[src/rtl/i2c_rf_pkg.sv]
package i2c_rf_pkg;

   typedef enum logic [2:0] {
      ST_IDLE,
      ST_RX,
      ST_RXACK,
      ST_TX,
      ST_TXACK
   } eng_state_t;

   typedef enum logic [1:0] {
      RX_ADDR,
      RX_PTR,
      RX_DATA
   } rx_kind_t;

   localparam int BYTE_W = 8;

   // place the select inputs on address bits 2:1
   function automatic logic [6:0] target_addr(input logic [6:0] base,
                                              input logic [1:0] sel);
      return base | {4'b0000, sel, 1'b0};
   endfunction

endpackage

[src/rtl/i2c_rf_sync.sv]
module i2c_rf_sync #(
   parameter int           W       = 1,
   parameter int           STAGES  = 2,
   parameter logic [W-1:0] RST_VAL = '0
) (
   input  logic         clk,
   input  logic         rst_n,
   input  logic [W-1:0] d_i,
   output logic [W-1:0] q_o,
   output logic [W-1:0] q_prev_o
);

   logic [STAGES-1:0][W-1:0] chain;
   logic [W-1:0]             prev;

   always_ff @(posedge clk or negedge rst_n) begin
      if (!rst_n) begin
         for (int k = 0; k < STAGES; k++) chain[k] <= RST_VAL;
         prev <= RST_VAL;
      end else begin
         chain[0] <= d_i;
         for (int k = 1; k < STAGES; k++) chain[k] <= chain[k-1];
         prev <= chain[STAGES-1];
      end
   end

   assign q_o      = chain[STAGES-1];
   assign q_prev_o = prev;

endmodule

[src/rtl/i2c_rf_cond.sv]
module i2c_rf_cond (
   input  logic scl_q,
   input  logic scl_p,
   input  logic sda_q,
   input  logic sda_p,
   output logic start_o,
   output logic stop_o,
   output logic rise_o,
   output logic fall_o
);

   // SDA moves while SCL stays high: bus condition
   assign start_o = scl_q & scl_p & sda_p & ~sda_q;
   assign stop_o  = scl_q & scl_p & ~sda_p & sda_q;
   assign rise_o  = scl_q & ~scl_p;
   assign fall_o  = ~scl_q & scl_p;

endmodule

[src/rtl/i2c_rf_bank.sv]
module i2c_rf_bank #(
   parameter int         NCH       = 2,
   parameter logic [7:0] REG_BASE  = 8'hF8,
   parameter logic [7:0] CHAN_MASK = 8'h9F
) (
   input  logic             clk,
   input  logic             rst_n,
   input  logic             wr_en,
   input  logic [7:0]       wr_addr,
   input  logic [7:0]       wr_data,
   input  logic [7:0]       rd_addr,
   output logic [7:0]       rd_data,
   output logic [NCH*8-1:0] chan_o
);

   logic [7:0] regs [NCH];

   for (genvar g = 0; g < NCH; g++) begin : g_chan
      localparam logic [7:0] MY_ADDR = 8'(REG_BASE + g);

      always_ff @(posedge clk or negedge rst_n) begin
         if (!rst_n)
            regs[g] <= 8'h00;
         else if (wr_en && (wr_addr == MY_ADDR))
            regs[g] <= wr_data & CHAN_MASK;
      end

      assign chan_o[g*8 +: 8] = regs[g];
   end

   always_comb begin
      rd_data = 8'h00;
      for (int i = 0; i < NCH; i++)
         if (rd_addr == 8'(REG_BASE + i)) rd_data = regs[i];
   end

endmodule

[src/rtl/i2c_rf_engine.sv]
module i2c_rf_engine
   import i2c_rf_pkg::*;
#(
   parameter logic [6:0] BASE_ADDR = 7'h50
) (
   input  logic       clk,
   input  logic       rst_n,
   input  logic       abort_i,
   input  logic       start_i,
   input  logic       stop_i,
   input  logic       scl_rise_i,
   input  logic       scl_fall_i,
   input  logic       sda_i,
   input  logic [1:0] sel_i,
   input  logic [7:0] rd_data_i,
   output logic       wr_en_o,
   output logic [7:0] wr_addr_o,
   output logic [7:0] wr_data_o,
   output logic [7:0] rd_addr_o,
   output logic       sda_oe_o
);

   eng_state_t state;
   rx_kind_t   kind;
   logic [3:0] cnt;
   logic [7:0] shift;
   logic [7:0] txsh;
   logic [7:0] ptr;
   logic       rw;
   logic       mack;
   logic       oe;
   logic [6:0] my_addr;
   logic       byte_end;

   assign my_addr  = target_addr(BASE_ADDR, sel_i);
   assign byte_end = scl_fall_i && (cnt == 4'd8);

   assign wr_en_o   = (state == ST_RX) && (kind == RX_DATA) && byte_end &&
                      !abort_i && !start_i && !stop_i;
   assign wr_addr_o = ptr;
   assign wr_data_o = shift;
   assign rd_addr_o = ptr;
   assign sda_oe_o  = oe;

   always_ff @(posedge clk or negedge rst_n) begin
      if (!rst_n) begin
         state <= ST_IDLE;
         kind  <= RX_ADDR;
         cnt   <= '0;
         shift <= '0;
         txsh  <= '0;
         ptr   <= '0;
         rw    <= 1'b0;
         mack  <= 1'b0;
         oe    <= 1'b0;
      end else if (abort_i) begin
         state <= ST_IDLE;
         cnt   <= '0;
         oe    <= 1'b0;
      end else if (start_i) begin
         state <= ST_RX;
         kind  <= RX_ADDR;
         cnt   <= '0;
         oe    <= 1'b0;
      end else if (stop_i) begin
         state <= ST_IDLE;
         oe    <= 1'b0;
      end else begin
         unique case (state)
            ST_IDLE: ;
            ST_RX: begin
               if (scl_rise_i && (cnt < 4'd8)) begin
                  shift <= {shift[6:0], sda_i};
                  cnt   <= cnt + 4'd1;
               end else if (byte_end) begin
                  cnt <= '0;
                  unique case (kind)
                     RX_ADDR: begin
                        if (shift[7:1] == my_addr) begin
                           rw    <= shift[0];
                           oe    <= 1'b1;
                           state <= ST_RXACK;
                        end else begin
                           state <= ST_IDLE;
                        end
                     end
                     RX_PTR: begin
                        ptr   <= shift;
                        oe    <= 1'b1;
                        state <= ST_RXACK;
                     end
                     default: begin
                        ptr   <= ptr + 8'd1;
                        oe    <= 1'b1;
                        state <= ST_RXACK;
                     end
                  endcase
               end
            end
            ST_RXACK: begin
               if (scl_fall_i) begin
                  cnt <= '0;
                  if ((kind == RX_ADDR) && rw) begin
                     txsh  <= rd_data_i;
                     ptr   <= ptr + 8'd1;
                     oe    <= ~rd_data_i[7];
                     state <= ST_TX;
                  end else begin
                     oe    <= 1'b0;
                     kind  <= (kind == RX_ADDR) ? RX_PTR : RX_DATA;
                     state <= ST_RX;
                  end
               end
            end
            ST_TX: begin
               if (scl_fall_i) begin
                  if (cnt == 4'd7) begin
                     cnt   <= '0;
                     oe    <= 1'b0;
                     state <= ST_TXACK;
                  end else begin
                     txsh <= {txsh[6:0], 1'b0};
                     oe   <= ~txsh[6];
                     cnt  <= cnt + 4'd1;
                  end
               end
            end
            ST_TXACK: begin
               if (scl_rise_i) mack <= ~sda_i;
               if (scl_fall_i) begin
                  if (mack) begin
                     txsh  <= rd_data_i;
                     ptr   <= ptr + 8'd1;
                     oe    <= ~rd_data_i[7];
                     cnt   <= '0;
                     state <= ST_TX;
                  end else begin
                     state <= ST_IDLE;
                  end
               end
            end
            default: state <= ST_IDLE;
         endcase
      end
   end

endmodule

[src/rtl/i2c_regfile_target.sv]
module i2c_regfile_target #(
   parameter int         NCH         = 2,
   parameter logic [6:0] BASE_ADDR   = 7'h50,
   parameter logic [7:0] REG_BASE    = 8'hF8,
   parameter logic [7:0] CHAN_MASK   = 8'h9F,
   parameter int         SYNC_STAGES = 2
) (
   input  logic             clk,
   input  logic             rst_n,
   input  logic             scl_i,
   input  logic             sda_i,
   input  logic [1:0]       sel_i,
   output logic             sda_oe_o,
   output logic [NCH*8-1:0] chan_o
);

   localparam int LAST_ADDR = int'(REG_BASE) + NCH - 1;

   if (NCH < 1 || NCH > 8) begin : g_bad_nch
      $error("NCH must lie in 1..8");
   end
   if (LAST_ADDR > 255) begin : g_bad_base
      $error("register window passes FFh");
   end
   if (SYNC_STAGES < 2) begin : g_bad_sync
      $error("SYNC_STAGES must be at least 2");
   end
   if (BASE_ADDR[2:1] != 2'b00) begin : g_bad_addr
      $error("BASE_ADDR bits 2:1 belong to the select inputs");
   end

   logic [1:0] bus_q, bus_p;
   logic [1:0] sel_q, sel_p;
   logic       start_w, stop_w, rise_w, fall_w, abort_w;
   logic       wr_en_w;
   logic [7:0] wr_addr_w, wr_data_w, rd_addr_w, rd_data_w;

   // bit 1 = SCL, bit 0 = SDA; idle bus is high
   i2c_rf_sync #(.W(2), .STAGES(SYNC_STAGES), .RST_VAL(2'b11)) u_bus_sync (
      .clk(clk), .rst_n(rst_n), .d_i({scl_i, sda_i}),
      .q_o(bus_q), .q_prev_o(bus_p)
   );

   i2c_rf_sync #(.W(2), .STAGES(SYNC_STAGES), .RST_VAL(2'b00)) u_sel_sync (
      .clk(clk), .rst_n(rst_n), .d_i(sel_i),
      .q_o(sel_q), .q_prev_o(sel_p)
   );

   assign abort_w = |(sel_q ^ sel_p);

   i2c_rf_cond u_cond (
      .scl_q(bus_q[1]), .scl_p(bus_p[1]), .sda_q(bus_q[0]), .sda_p(bus_p[0]),
      .start_o(start_w), .stop_o(stop_w), .rise_o(rise_w), .fall_o(fall_w)
   );

   i2c_rf_engine #(.BASE_ADDR(BASE_ADDR)) u_engine (
      .clk(clk), .rst_n(rst_n), .abort_i(abort_w), .start_i(start_w),
      .stop_i(stop_w), .scl_rise_i(rise_w), .scl_fall_i(fall_w),
      .sda_i(bus_q[0]), .sel_i(sel_q), .rd_data_i(rd_data_w),
      .wr_en_o(wr_en_w), .wr_addr_o(wr_addr_w), .wr_data_o(wr_data_w),
      .rd_addr_o(rd_addr_w), .sda_oe_o(sda_oe_o)
   );

   i2c_rf_bank #(.NCH(NCH), .REG_BASE(REG_BASE), .CHAN_MASK(CHAN_MASK)) u_bank (
      .clk(clk), .rst_n(rst_n), .wr_en(wr_en_w), .wr_addr(wr_addr_w),
      .wr_data(wr_data_w), .rd_addr(rd_addr_w), .rd_data(rd_data_w),
      .chan_o(chan_o)
   );

endmodule

[config.mk]
export PLATFORM = sky130hd
export DESIGN_NAME = i2c_regfile_target
export DESIGN_NICKNAME = d
export VERILOG_FILES = /design/src/rtl/i2c_rf_pkg.sv /design/src/rtl/i2c_rf_sync.sv /design/src/rtl/i2c_rf_cond.sv /design/src/rtl/i2c_rf_bank.sv /design/src/rtl/i2c_rf_engine.sv /design/src/rtl/i2c_regfile_target.sv
export SDC_FILE = /design/constraint.sdc
export NUM_CORES = 1
export LEC_CHECK = 0
export BUFFER_PORTS_ARGS = -buffer_cell sky130_fd_sc_hd__buf_2
export CAP_MARGIN = 10
export CORE_MARGIN = 2
export CORE_UTILIZATION = 50
export CTS_CLUSTER_SIZE = 30
export DETAILED_ROUTE_END_ITERATION = 10
export GPL_ROUTABILITY_DRIVEN = 0
export GPL_TIMING_DRIVEN = 0
export HOLD_SLACK_MARGIN = 0.15
export PLACE_DENSITY_LB_ADDON = 0.15
export RECOVER_POWER = 25
export SYNTH_ARGS = -nofsm -noshare
export SYNTH_HDL_FRONTEND = slang
export SYNTH_SLANG_ARGS = --single-unit
[constraint.sdc]
create_clock -name clk -period 4.2 [get_ports clk]
set_input_delay 0.84 -clock clk [delete_from_list [all_inputs] [get_ports clk]]
set_output_delay 0.84 -clock clk [all_outputs]
set_load 0.1 [all_outputs]
======== Word level (Yosys, flattened, before mapping) ========
Index checks and enable logic that the tools add are counted.
cells by class
  multiplexer cells ....................... 62
  bitwise gates (word level) .............. 18
  equality and inequality tests ........... 37
  order comparisons ....................... 1
  add/subtract/negate cells ............... 2
  reduce and logical (&&, ||, !) cells .... 31
operator list
  cell                                                   number
  2-to-1 mux 8 bit                                       8
  2-to-1 mux 7 bit                                       6
  2-to-1 mux 4 bit                                       10
  inequality test 5 x 1 -> 1 bit, second input constant  6
  2-to-1 mux 3 bit                                       9
  one-hot mux 8 bit (3 select lines)                     1
  one-hot mux 7 bit (3 select lines)                     1
  2-to-1 mux 2 bit                                       10
  inequality test 4 x 1 -> 1 bit, second input constant  5
  equality test 8 bit, second input constant             2
  inequality test 2 x 1 -> 1 bit, second input constant  8
  one-hot mux 4 bit (4 select lines)                     1
  one-hot mux 8 bit (2 select lines)                     1
  AND reduction 8 bit                                    2
  one-hot mux 3 bit (5 select lines)                     1
  AND reduction 5 bit                                    3
  AND reduction 7 bit                                    2
  2-to-1 mux 1 bit                                       13
  AND reduction 11 bit                                   1
  logical AND 1 bit                                      10
  inequality test 5 x 2 -> 1 bit, second input constant  2
  NOT 1 bit                                              10
  AND reduction 10 bit                                   1
  adder 8 x 1 -> 8 bit, second input constant            1
  24 further kinds                                       37
storage, ports and cells
  bits of input ports ..................... 6
  flip-flop bits (word level) ............. 59
  output and inout port bits .............. 17
  logic and storage cells ................. 168

======== Logic depth before layout (Yosys ltp) ========
Gate-level depths: netlist (run 1).
  word-level depth ........................ 10
  gate-level depth with buffers ........... 8
  gate-level depth less buffers ........... 7

======== Cells and area by module ========
Synthesis (run 1) repeated with hierarchy kept, for this count alone.
second synthesis, totals
  cells, all modules ...................... 319
  area, all modules ....................... 3503.4 µm²
modules (own cells, without submodules)
  module                    cells each  area an instance (µm²)  sequential area each (µm²)  instances
  i2c_rf_engine             242         2451.1                  875.8                       1
  i2c_rf_bank               54          660.6                   300.3                       1
  i2c_rf_sync (u_bus_sync)  8           172.7                   157.7                       1
  i2c_rf_sync (u_sel_sync)  8           165.2                   150.1                       1
  i2c_rf_cond               4           32.5                    0.0                         1
  i2c_regfile_target        3           21.3                    0.0                         1

======== Least setup slack after synthesis (run 1) ========
OpenSTA, ideal clock, no wires.
  path kind ............................... register to register
  from .................................... register u_engine.state[2]
  to ...................................... register u_bank.regs, in the netlist u_bank.chan_o[11]
  data required time ...................... 4072 ps
  path buffers ............................ 1
  arrival time ............................ 1923 ps
  setup slack ............................. 2148 ps
  stages on the path, launching flop included .. 7
  clock period less this slack ............ 2052 ps
  setup time .............................. 128 ps
  path through ............................ dfrtp_1 or3b_1 clkbuf_1 or3_4 nor4_4 nand2_2 mux2_1
on the way
  word-level cells in the longest chain between the ends .. 7
ends and longest elaborated chain
  what                            RTL line             text
  start, declared                 i2c_rf_engine.sv:23  eng_state_t state;
  start signal, assigned          i2c_rf_engine.sv:47  state <= ST_IDLE;
  start signal, assigned          i2c_rf_engine.sv:57  state <= ST_IDLE;
  start signal, assigned          i2c_rf_engine.sv:61  state <= ST_RX;
  equality test 3 x 1 -> 1 bit    i2c_rf_engine.sv:38  assign wr_en_o = (state == ST_RX) && (kind == RX_DATA) && byte_end &&
  logical AND 1 bit (3 in a row)  i2c_rf_engine.sv:38
  logical AND 1 bit (2 in a row)  i2c_rf_engine.sv:39  !abort_i && !start_i && !stop_i;
  logical AND 1 bit               i2c_rf_bank.sv:24    else if (wr_en && (wr_addr == MY_ADDR))
  end signal, assigned by index   i2c_rf_bank.sv:25    regs[g] <= wr_data & CHAN_MASK;
  end, declared                   i2c_rf_bank.sv:16    logic [7:0] regs [NCH];
Every way passes these cells.
A chain may end at the register's enable or synchronous reset.

======== Worst setup path after layout (run 1) ========
  from .................................... register u_engine.ptr[1], in the netlist u_engine.rd_addr_o[1]
  to ...................................... register u_engine.oe, in the netlist u_engine.sda_oe_o
on the way
  word-level cells in the longest chain between the ends .. 10
  elaborated cells between the ends (all ways) .. 13
  classes of those cells .................. 2 x eq/ne; 10 x mux; 1 x bitwise
ends and longest elaborated chain
  what                                        RTL line                                    text
  start, declared                             i2c_rf_engine.sv:28                         logic [7:0] ptr;
  start signal, assigned                      i2c_rf_engine.sv:88                         ptr <= shift;
  start signal, assigned                      i2c_rf_engine.sv:93                         ptr <= ptr + 8'd1;
  start signal, assigned                      i2c_rf_engine.sv:105                        ptr <= ptr + 8'd1;
  equality test 8 bit                         i2c_rf_bank.sv:34                           if (rd_addr == 8'(REG_BASE + i)) rd_data = regs[i];
  2-to-1 mux 8 bit                            i2c_rf_bank.sv:34
  2-to-1 mux 8 bit *                          i2c_rf_bank.sv:34
  NOT 1 bit *                                 i2c_rf_engine.sv:106, i2c_rf_engine.sv:134
  2-to-1 mux 1 bit, on equally long branches  i2c_rf_engine.sv:131, i2c_rf_engine.sv:103
  2-to-1 mux 1 bit, on equally long branches  i2c_rf_engine.sv:130, i2c_rf_engine.sv:101
  one-hot mux 1 bit (4 select lines) *        i2c_rf_engine.sv:69                         unique case (state)
  2-to-1 mux 1 bit *                          i2c_rf_engine.sv:65                         end else if (stop_i) begin
  2-to-1 mux 1 bit *                          i2c_rf_engine.sv:60                         end else if (start_i) begin
  2-to-1 mux 1 bit *                          i2c_rf_engine.sv:56                         end else if (abort_i) begin
  end signal, assigned                        i2c_rf_engine.sv:106                        oe <= ~rd_data_i[7];
  end signal, assigned                        i2c_rf_engine.sv:123                        oe <= ~txsh[6];
  end signal, assigned                        i2c_rf_engine.sv:134                        oe <= ~rd_data_i[7];
  end, declared                               i2c_rf_engine.sv:31                         logic oe;
Every way passes the cells marked *; elsewhere a longest branch is shown, timed or not. The select of a mux whose other input is x is not followed.

==> results, run 1 <==
- The run finished with clean final reports.
- The worst-case IR drop observed on VDD is 0.276 mV.
- The cell leakage power is 1.53 nW.
- For this design, the CTS-stage hold fixing added 0 buffers.
- Counting every instance in the synthesized netlist gives 304.
- Traced cell by cell, the critical path runs through inv_1, ha_1, clkbuf_1, nor2b_1, a22o_1, a221oi_1, a2111oi_0, a2111oi_0.
- Ranked by instance count, the synthesized netlist is headed by dfrtp_1, nand2_1, o21ai_0, mux2_2.
- The per-cell routed wire length is 16.2 um.
- The slowest stage cell on the critical path is a2111oi_0.
- The area growth from synthesis to layout is 13.2%.
- The clock passes through at most 2 buffers.
- The die area is 6800 sq um.
- The required time of the critical path is 4.40 ns.
- The final number of max-transition violations is 0.
- The die width is 82.5 um.
- The final setup violation count is 0.
- The filler cell count in the final layout is 522.
- Clock-pin slew was measured on the worst setup and hold paths at 0.07 ns.
- The clock skew is 0.0103 ns.
- Power spread over the standard cell area amounts to 335 nW/um^2.
- By area the synthesized netlist is led by dfrtp_1, mux2_2, dfstp_2, o21ai_0, nand2_1.
- The global-route total usage across every layer is 22.3%.
- The area of the mapped netlist is 3080 sq um.
- The total congestion overflow is 0.
- The H-tree depth is 3.
- The post-route fraction of the period consumed by the critical path is 57.6%.
- The count of yosys warnings during synthesis is 0.
- TritonCTS built the clock tree.
- The number of gates resized after CTS was 0.
- The flop and latch count out of synthesis is 59.
- The kind of start point of the critical path is a flip-flop.
- The total wirelength of the detailed-routed design is 6.74 mm.
- The share of layout cells above drive strength 1 is 19.0%.
- After synthesis, the share of flip-flops with an asynchronous set or reset is 100%.
- The arrival time reported for the critical path endpoint is 2.62 ns.
- The critical path endpoint category is a flip-flop.
- The total number of placement rows is 28.
- The total via count after detailed routing is 2428.
- In this design, the critical path's most frequently occurring cell is a2111oi_0.
- The area share of the largest cell type after synthesis is 43.1%.
- The number of antenna diodes in the final layout is 0.
- Setup repair after global routing left no endpoint under its margin.
- The average footprint of a synthesized cell is 10.1 sq um.
- Once detail routing completed, the nets flagged for antenna violations numbered 0.
- In this run, CTS created clock tree buffers numbering 9.
- The cell taking the most area after synthesis is dfrtp_1.
- The number of clock sinks is 59.
- The final critical-path required period is 2.42 ns.
- Entering global routing, the biggest net connects 41 pins.
- The max-capacitance violation count is 0.
- The sum of net half-perimeters after detailed placement is 4.81 mm.
- The clock tree root driver cell is clkbuf_8.
- The slew at the pin with the worst max-slew slack is 1.17 ns.
- The final layout contains 348 nets.
- The design draws 1.17 mW.
- In this run, the number of DRC markers left after iteration 0 of detailed routing was 241.
- The first global-routing pass estimated 11.3 mm of wire.
- The number of synthesized flops with an enable pin is 0.
- The insertion delay of the later-clocked pin in the worst-skew pair is 0.34 ns.
- The initial antenna violation count is 0.
- The starting utilization of the core area is 52.0%.
- The path category of the worst min-delay check is flip-flop to flip-flop.
- The via count of the first global-routing pass is 2339.
- The number of optimization iterations in the first detailed-route pass is 4.
- From bottom edge to top edge, the die measures 82.5 um.
- By instance count, the leading cell after synthesis is dfrtp_1.
- The maximum fanout encountered on the critical timing path is 9.
- The I/O pin count is 23.
- After routing, the total negative slack on setup checks comes to 0 ns.
- The largest single stage delay on the critical path is 0.42 ns.
- The proportion of synthesized chip area in sequential cells is 48.2%.
- The setup path with the least slack is of type flip-flop to flip-flop.
- Among all flip-flop cells after synthesis, the most frequent one is dfrtp_1.
- In the routed layout, each cell is associated on average with a via count of 5.82.
- The number of hold violations in the final report is 0.
- Measured against its own limit, the worst slew margin works out to 22.2%.
- Once the clock tree was built, the setup fixing pass inserted 0 buffers.
- In the routed design, unresolved DRC markers number 0.
- The fmax is 0.413 GHz.
- The count of port buffers added during placement is 18.
- The number of distinct standard cells referenced by the synthesized netlist is 56.
- The core region is 5920 sq um.
[worst max-delay path, delay by kind of cell, from the launching register on]
| kind | cells | cell delay, ns |
|---|---|---|
| buffers and inverters | 2 | 0.43 |
| AND/OR/NAND/NOR | 1 | 0.19 |
| flip-flops | 1 | 0.41 |
| adder cells (fa/ha/maj) | 1 | 0.16 |
| AO/OA/AOI/OAI | 4 | 1.10 |
[final timing paths]
| check | from | slack (ns) | end | cells after the start |
|---|---|---|---|---|
| worst max-delay path | u_engine.rd_addr_o[1] | 1.78 | u_engine.sda_oe_o | 8 |
| worst min-delay path | u_sel_sync.chain[1] | 0.35 | u_sel_sync.q_o[1] | 0 |
| worst max register to register | u_engine.rd_addr_o[1] | 1.78 | u_engine.sda_oe_o | 8 |
| worst min register to register | u_sel_sync.chain[1] | 0.35 | u_sel_sync.q_o[1] | 0 |
| max in group asynchronous | rst_n | 2.62 | u_bus_sync.q_o[0] | 2 |
| min in group asynchronous | rst_n | 0.71 | u_engine.wr_data_o[7] | 1 |
[cell type report]
class / instances / area, sq um / area share, %
Buffer: 15 / 71.3 / 2.05
Sequential cell: 59 / 1480 / 42.6
Clock inverter: 5 / 52.6 / 1.51
Tap cell: 75 / 93.8 / 2.69
Inverter: 10 / 37.5 / 1.08
Multi-Input combinational cell: 223 / 1500 / 42.9
Clock buffer: 11 / 141 / 4.05
Timing Repair Buffer: 19 / 109 / 3.12
[cells by family (layout without fill, tap and decap cells)]
group	count (synthesis)	in the layout	synth area share, %
mux	22	22	7.96
other cells	1	4	0.122
simple gates	106	106	19.0
xor+xnor	8	8	2.28
fa+ha+maj	5	5	2.03
buf+inv	25	60	3.54
flops	59	59	48.2
compound gates	78	78	16.9
[registers in the layout, summed over array words and instances, names as in the netlist]
register,cells
u_engine.rw,1
u_sel_sync.q_prev_o,2
u_engine.state,3
u_sel_sync.q_o,2
u_engine.wr_data_o,8
u_sel_sync.chain,2
u_bus_sync.q_o,2
u_bank.chan_o,12
u_bus_sync.q_prev_o,2
u_engine.txsh,7
u_engine.mack,1
u_engine.kind,2
u_engine.sda_oe_o,1
u_bus_sync.chain,2
u_engine.rd_addr_o,8
u_engine.cnt,4
[power breakdown]
group | internal (mW) | switching [mW]
Sequential | 0.577 | 0.00836
Combinational | 0.0170 | 0.0505
Clock | 0.287 | 0.228
Total | 0.881 | 0.287
[placed cells by master (no fill, tap or decap), drive strengths merged, types with 5 or more instances in the layout]
master and count:
inv 10, nand2b 8, dfstp 6, nand3b 5
nor3 10, a211oi 8, nand3 15, a2bb2oi 7
ha 5, a22oi 5, a21oi 11, nor2 15
dfrtp 53, nand2 27, nor2b 5, mux2 20
o21ai 24, clkbuf 23, buf 22
[per-layer routing]
metal	GRT usage [%]	part of all wire [%]	routed length [um]
met1	31.9	48	3260
met2	32.9	45	3020
met3	5.54	5.5	370
met4	7.67	1.3	87
met5	0	0	0
[metrics by stage]
step                      utilization (%)  hold WS (ns)  area [sq um]  setup WS [ns]  std cells
after floorplan                         -         0.331          3090           2.15        307
after global placement               55.3         0.332          3270           1.89        400
after detailed placement             55.6         0.339          3290           1.79        401
after CTS                            58.9         0.351          3490           1.76        417
after global routing                 58.9         0.356          3490           1.51        417
final                                58.9         0.346          3490           1.78        417
Note: power is estimated with default switching activity, not from simulation.
==> inputs of run 2 (changes only) <==
==> constraint.sdc (replaced) <==
create_clock -name clk -period 2.27 [get_ports clk]
set_input_delay 0.454 -clock clk [delete_from_list [all_inputs] [get_ports clk]]
set_output_delay 0.454 -clock clk [all_outputs]
set_load 0.1 [all_outputs]
==> results, run 2 (synthesis results as in run 1) <==
- The critical path endpoint category is a flip-flop (unchanged).
- The logic depth of the worst path, buffers included is 5 (was 8).
- Critical path cell sequence: or3b_4, or3_4, nor4_4, nand2_2, mux2_1 (was inv_1, ha_1, clkbuf_1, nor2b_1, a22o_1, a221oi_1, a2111oi_0, a2111oi_0).
- The arrival time reported for the critical path endpoint is 2.38 ns (was 2.62 ns).
- The final setup violation count was 0 (unchanged).
- The maximum fanout encountered on the critical timing path is 6 (was 9).
- The H-tree depth was 3 (unchanged).
- The count of placed standard cells in the final layout, fillers left out is 418 (was 417).
- The final critical-path required period was 2.16 ns (was 2.42 ns).
- The antenna diode count is 0 (unchanged).
- The core footprint was 5920 sq um (unchanged).
- The count of nets after finishing is 349 (was 348).
- The global-route total usage across every layer is 22.4% (was 22.3%).
- The max-capacitance violation count is 0 (unchanged).
- The worst voltage drop across the vdd grid came to 0.533 mV (was 0.276 mV).
- The insertion delay of the later-clocked pin in the worst-skew pair is 0.34 ns (about the same).
- The worst hold path stage count is 1 (was 0).
- The slowest stage cell on the critical path is dfrtp_1 (was a2111oi_0).
- The die width is 82.5 um (unchanged).
- The total wirelength of the detailed-routed design came to 6.74 mm (about the same).
- The highest metal layer with signal wires is met4 (unchanged).
- The cell type group with the largest total delay on the critical path is simple AND/OR/NAND/NOR gates (was compound AO/OA/AOI/OAI gates).
- The initial antenna violation count is 0 (unchanged).
- The sum of net half-perimeters after detailed placement is 4.81 mm (unchanged).
- The count of port buffers added during placement came to 18 (unchanged).
- The vertical die dimension is 82.5 um (unchanged).
- The final number of max-transition violations is 0 (unchanged).
- The fmax is 0.463 GHz (was 0.413 GHz).
- The worst-case headroom to the max-slew limit came to 23.3% (was 22.2%).
- The starting utilization of the core area is 52.0% (unchanged).
- The detailed-routing wirelength on met1 is 3.23 mm (was 3.26 mm).
- The cell total after placement is 401 (unchanged).
- The violation count after the first detailed-route iteration is 257 (was 241).
- Result of the run: finished clean (unchanged).
- Commonest cells after routing, fill and taps aside: dfrtp_1, nand2_1, o21ai_0 (unchanged).
- The total via count after detailed routing came to 2414 (was 2428).
- The layout-stage area growth over the synthesis result came to 14.7% (was 13.2%).
- The post-route fraction of the period consumed by the critical path is 95.1% (was 57.6%).
- The slew at the pin with the worst max-slew slack was 1.15 ns (was 1.17 ns).
- The I/O pin count is 23 (unchanged).
- The worst reg-to-reg path cell count is 5 (was 8).
- The share of the core filled with cells in the final layout came to 59.6% (was 58.9%).
- The most common library cell in the layout ignoring fill and taps is dfrtp_1 (unchanged).
- The cell leakage power is 1.56 nW (was 1.53 nW).
- The routed wire length on met2 is 3.04 mm (was 3.02 mm).
- The largest stage delay on the critical path is 0.44 ns (was 0.42 ns).
- The clock tree root driver cell is clkbuf_8 (unchanged).
- The number of hold violations in the final report is 0 (unchanged).
- The required time of the critical path is 2.49 ns (was 4.40 ns).
- The number of remaining DRC errors is 0 (unchanged).
- The kind of start point of the critical path was a flip-flop (unchanged).
- The global-route wire length before repair is 11.3 mm (about the same).
- The path category of the worst min-delay check is input port to flip-flop (was flip-flop to flip-flop).
- The die area is 6800 sq um (unchanged).
- The clock-pin slew on the worst setup and hold paths is 0.07 ns (about the same).
- The number of clock sinks is 59 (unchanged).
- The per-cell routed wire length is 16.1 um (was 16.2 um).
- The filler cell count in the final layout was 512 (was 522).
- The setup TNS came to 0 ns (unchanged).
- The number of nets with antenna violations after routing is 0 (unchanged).
- The routed via count divided by cell count is 5.78 (was 5.82).
- The cell area power density is 613 nW/um^2 (was 335 nW/um^2).
- The total congestion overflow is 0 (unchanged).
- Unrepaired setup endpoints after global routing: yes (was no).
- The category of the most critical setup path is flip-flop to flip-flop (unchanged).
- The number of optimization iterations in the first detailed-route pass is 5 (was 4).
- The total number of placement rows came to 28 (unchanged).
- The routed length on met3 is 401 um (was 370 um).
- The maximum buffer depth of the clock tree is 2 (unchanged).
- The number of buffers inserted during clock tree synthesis is 9 (unchanged).
- The count of buffer and inverter cells on the critical path is 0 (was 2).
- The share of layout cells above drive strength 1 is 22.4% (was 19.0%).
- The via count of the first global-routing pass is 2359 (was 2339).
- The flip-flop count of the largest register, all copies and words added is 12 (unchanged).
- The pin count of the biggest net entering global routing is 41 (unchanged).
- The TritonCTS clock tree is yes (unchanged).
- The clock skew is 0.00962 ns (was 0.0103 ns).
==> run 2: path summary, 6_finish.rpt <==
kind                                     startpoint                     end  slack (ns)
min in group asynchronous                     rst_n   u_engine.rd_addr_o[6]        0.86
worst min register to register  u_sel_sync.chain[1]       u_sel_sync.q_o[1]        0.35
max in group asynchronous                     rst_n  u_bus_sync.q_prev_o[0]        0.56
worst max register to register    u_engine.state[2]        u_bank.chan_o[3]        0.11
worst min-delay path                          sda_i     u_bus_sync.chain[0]        0.22
worst max-delay path              u_engine.state[2]        u_bank.chan_o[3]        0.11
==> run 2: area by class of cell <==
class / count / area [sq um] / share of cell area, %
Clock buffer: 11 / 141 / 4.00
Sequential cell: 59 / 1490 / 42.1
Buffer: 13 / 67.6 / 1.91
Clock inverter: 5 / 52.6 / 1.49
Tap cell: 75 / 93.8 / 2.66
Inverter: 10 / 37.5 / 1.06
Timing Repair Buffer: 22 / 134 / 3.79
Multi-Input combinational cell: 223 / 1520 / 43.0
==> run 2: layer usage <==
metal  vias up  global-route usage, %
met5         -                      0
met4         0                   7.67
met1      1158                   31.7
met2        74                   33.6
met3         9                   5.54
li1       1173                      -
==> run 2: what timing repair did <==
item                                    in CTS  in global routing
pin swaps                                    0                  3
endpoints found under the hold margin       19                  0
endpoints found under the setup margin       8                 30
setup buffers                                0                  2
gates resized for setup                      2                 13
hold buffers                                 1                  0
==> run 2: per-stage QoR <==
step	total power, mW	hold slack (ns)	setup WS (ns)	instance area, sq um
finish	2.17	0.221	0.111	3530
global route	2.25	0.205	-0.00620	3530
CTS	2.18	0.205	0.00250	3500
detailed placement	1.23	0.339	-0.138	3290
global placement	1.22	0.332	-0.0399	3270
floorplan	1.18	0.158	0.218	3090
==> run 2: power by group <==
group	internal, mW	switching, mW	leakage (nW)	total, mW
Combinational	0.0375	0.0957	0.678	0.133
Sequential	1.07	0.0154	0.787	1.08
Clock	0.531	0.417	0.0991	0.948
Total	1.64	0.528	1.56	2.17
==> inputs of run 3 (changes only) <==
--- a/config.mk
+++ b/config.mk
@@ -16,6 +16,7 @@
 export HOLD_SLACK_MARGIN = 0.15
 export PLACE_DENSITY_LB_ADDON = 0.15
 export RECOVER_POWER = 25
+export REMOVE_ABC_BUFFERS = 1
 export SYNTH_ARGS = -nofsm -noshare
 export SYNTH_HDL_FRONTEND = slang
 export SYNTH_SLANG_ARGS = --single-unit
==> results, run 3 (synthesis results as in run 1) <==
- The final setup violation count is 0 (unchanged).
- Unrepaired setup endpoints after global routing: yes (unchanged).
- The maximum fanout encountered on the critical timing path is 6 (unchanged).
- The number of hold violations in the final report was 0 (unchanged).
- The cell leakage power is 1.59 nW (was 1.56 nW).
- The clock skew came to 0.00969 ns (was 0.00962 ns).
- The clock-pin slew on the worst setup and hold paths came to 0.07 ns (about the same).
- The most common library cell in the layout ignoring fill and taps is dfrtp_1 (unchanged).
- The worst voltage drop across the vdd grid is 0.303 mV (was 0.533 mV).
- The net switching power is 0.521 mW (was 0.528 mW).
- The core footprint is 5920 sq um (unchanged).
- The TritonCTS clock tree was yes (unchanged).
- The die width is 82.5 um (unchanged).
- The slew at the pin with the worst max-slew slack was 1.07 ns (was 1.15 ns).
- The arrival time reported for the critical path endpoint is 2.45 ns (was 2.38 ns).
- The count of nets after finishing was 350 (was 349).
- Result of the run: finished clean (unchanged).
- The number of nets with antenna violations after routing is 0 (unchanged).
- The final number of max-transition violations is 0 (unchanged).
- The number of clock sinks is 59 (unchanged).
- The critical path endpoint category is a flip-flop (unchanged).
- The required time of the critical path is 2.49 ns (about the same).
- The share of total power in the clock network was 43.8% (about the same).
- The final critical-path required period is 2.23 ns (was 2.16 ns).
- The global-route wire length before repair is 10.7 mm (was 11.3 mm).
- The number of optimization iterations in the first detailed-route pass is 4 (was 5).
- The number of buffers inserted during clock tree synthesis is 9 (unchanged).
- The total power draw was 2.16 mW (was 2.17 mW).
- The antenna diode count came to 0 (unchanged).
- The per-cell routed wire length is 16.2 um (was 16.1 um).
- The insertion delay of the later-clocked pin in the worst-skew pair is 0.33 ns (was 0.34 ns).
- The I/O pin count is 23 (unchanged).
- The part of the total power dissipated in sequential elements was 50.2% (was 50.1%).
- The slowest stage cell on the critical path was dfrtp_2 (was dfrtp_1).
- The total congestion overflow is 0 (unchanged).
- The share of power burned in combinational logic came to 6.0% (was 6.2%).
- The die area came to 6800 sq um (unchanged).
- The largest stage delay on the critical path is 0.45 ns (was 0.44 ns).
- Critical path cell sequence: or3b_4, or3_4, nor4_4, nand2_2, mux2_4 (was or3b_4, or3_4, nor4_4, nand2_2, mux2_1).
- The clock tree root driver cell is clkbuf_8 (unchanged).
- The category of the most critical setup path was flip-flop to flip-flop (unchanged).
- The count of placed standard cells in the final layout, fillers left out came to 419 (was 418).
- Commonest cells after routing, fill and taps aside: dfrtp_1, nand2_1, o21ai_0 (unchanged).
- The layout-stage area growth over the synthesis result was 16.4% (was 14.7%).
- The number of remaining DRC errors is 0 (unchanged).
- The count of port buffers added during placement is 18 (unchanged).
- The initial antenna violation count is 0 (unchanged).
- The cell area power density is 603 nW/um^2 (was 613 nW/um^2).
- The path category of the worst min-delay check is input port to flip-flop (unchanged).
- The maximum buffer depth of the clock tree was 2 (unchanged).
- The fmax is 0.449 GHz (was 0.463 GHz).
- The routed via count divided by cell count is 5.79 (was 5.78).
- The sum of net half-perimeters after detailed placement came to 4.49 mm (was 4.81 mm).
- The max-capacitance violation count is 0 (unchanged).
- The flip-flop count of the largest register, all copies and words added is 12 (unchanged).
- The H-tree depth came to 3 (unchanged).
- The starting utilization of the core area is 52.0% (unchanged).
- The cell total after placement is 387 (was 401).
- The share of layout cells above drive strength 1 came to 25.6% (was 22.4%).
- The total via count after detailed routing is 2428 (was 2414).
- The violation count after the first detailed-route iteration is 155 (was 257).
- The pin count of the biggest net entering global routing was 42 (was 41).
- The global-route total usage across every layer is 21.1% (was 22.4%).
- The proportion of total power due to net switching is 24.1% (was 24.4%).
- The via count of the first global-routing pass is 2176 (was 2359).
- The design internal power came to 1.64 mW (about the same).
- The post-route fraction of the period consumed by the critical path is 98.2% (was 95.1%).
- The total wirelength of the detailed-routed design is 6.78 mm (was 6.74 mm).
- The worst-case headroom to the max-slew limit was 28.7% (was 23.3%).
- The total number of placement rows came to 28 (unchanged).
- The vertical die dimension came to 82.5 um (unchanged).
- The kind of start point of the critical path is a flip-flop (unchanged).
==> run 3: cell types whose count changed in the layout (fill, tap and decap cells not counted), moves of 2 or more <==
cell / delta
clkbuf_1: -5
clkinv_2: -2
buf_4: +8
clkbuf_2: -2
dfrtp_1: -2
dfrtp_2: +2
==> run 3: per-stage QoR <==
step | setup WS (ns) | hold slack [ns] | utilization, % | cell area [sq um] | setup TNS [ns]
2_1_floorplan | -0.0942 | 0.158 | - | 3020 | -0.142
3_3_place_gp | -0.626 | 0.333 | 54.1 | 3200 | -5.16
3_5_place_dp | -0.0777 | 0.337 | 54.6 | 3230 | -0.445
4_1_cts | 0.0250 | 0.198 | 58.2 | 3450 | 0
5_1_grt | -0.0895 | 0.200 | 60.5 | 3580 | -0.186
6_report | 0.0418 | 0.217 | 60.5 | 3580 | 0
==> run 3: final timing paths <==
| kind | start | to | slack [ns] | cells past startpoint |
|---|---|---|---|---|
| min in group asynchronous | rst_n | u_bank.chan_o[3] | 0.83 | 2 |
| min | sda_i | u_bus_sync.chain[0] | 0.22 | 1 |
| min reg2reg | u_sel_sync.chain[1] | u_sel_sync.q_o[1] | 0.35 | 0 |
| max in group asynchronous | rst_n | u_bus_sync.q_o[1] | 0.61 | 3 |
| max | u_engine.state[2] | u_bank.chan_o[11] | 0.04 | 5 |
| max reg2reg | u_engine.state[2] | u_bank.chan_o[11] | 0.04 | 5 |
==> run 3: power by group through the flow <==
stage | Combinational [mW] | Clock (mW) | Sequential, mW
after floorplan | 0.0746 | 0 | 1.10
after detailed placement | 0.118 | 0 | 1.10
after global routing | 0.144 | 1.02 | 1.09
final | 0.130 | 0.945 | 1.08
after global placement | 0.113 | 0 | 1.10
after CTS | 0.121 | 0.972 | 1.08
==> run 3: area by class of cell <==
class                   count  area [sq um]
well taps                  75          93.8
inverters                  10          37.5
fillers                   503          2340
flip-flops and latches     59          1490
repair buffers             36           240
multi-input cells         223          1530
clock buffers              12           145
clock inverters             4          50.0
==> run 3: layer usage <==
metal  up-vias  share of wire (%)  GRT usage, %
met3        11                4.1          4.67
met4         0                1.5          8.17
met1      1168                 49          30.3
met2        62                 45          30.9
met5         -                  0             0
li1       1187                  -             -
==> run 3: what timing repair did <==
action,4_1_cts,5_1_grt
buffers inserted,0,15
hold buffers,1,0
gates cloned,0,0
endpoints found under the hold margin,18,0
pin swaps,0,5
setup endpoints to repair,14,23
gates resized for setup,5,7
==> run 3: worst max-delay path, delay by kind of cell, from the launching register on <==
kind,cells,cell delay [ns]
DFF,1,0.45
and+or+nand+nor,4,1.35
muxes,1,0.33
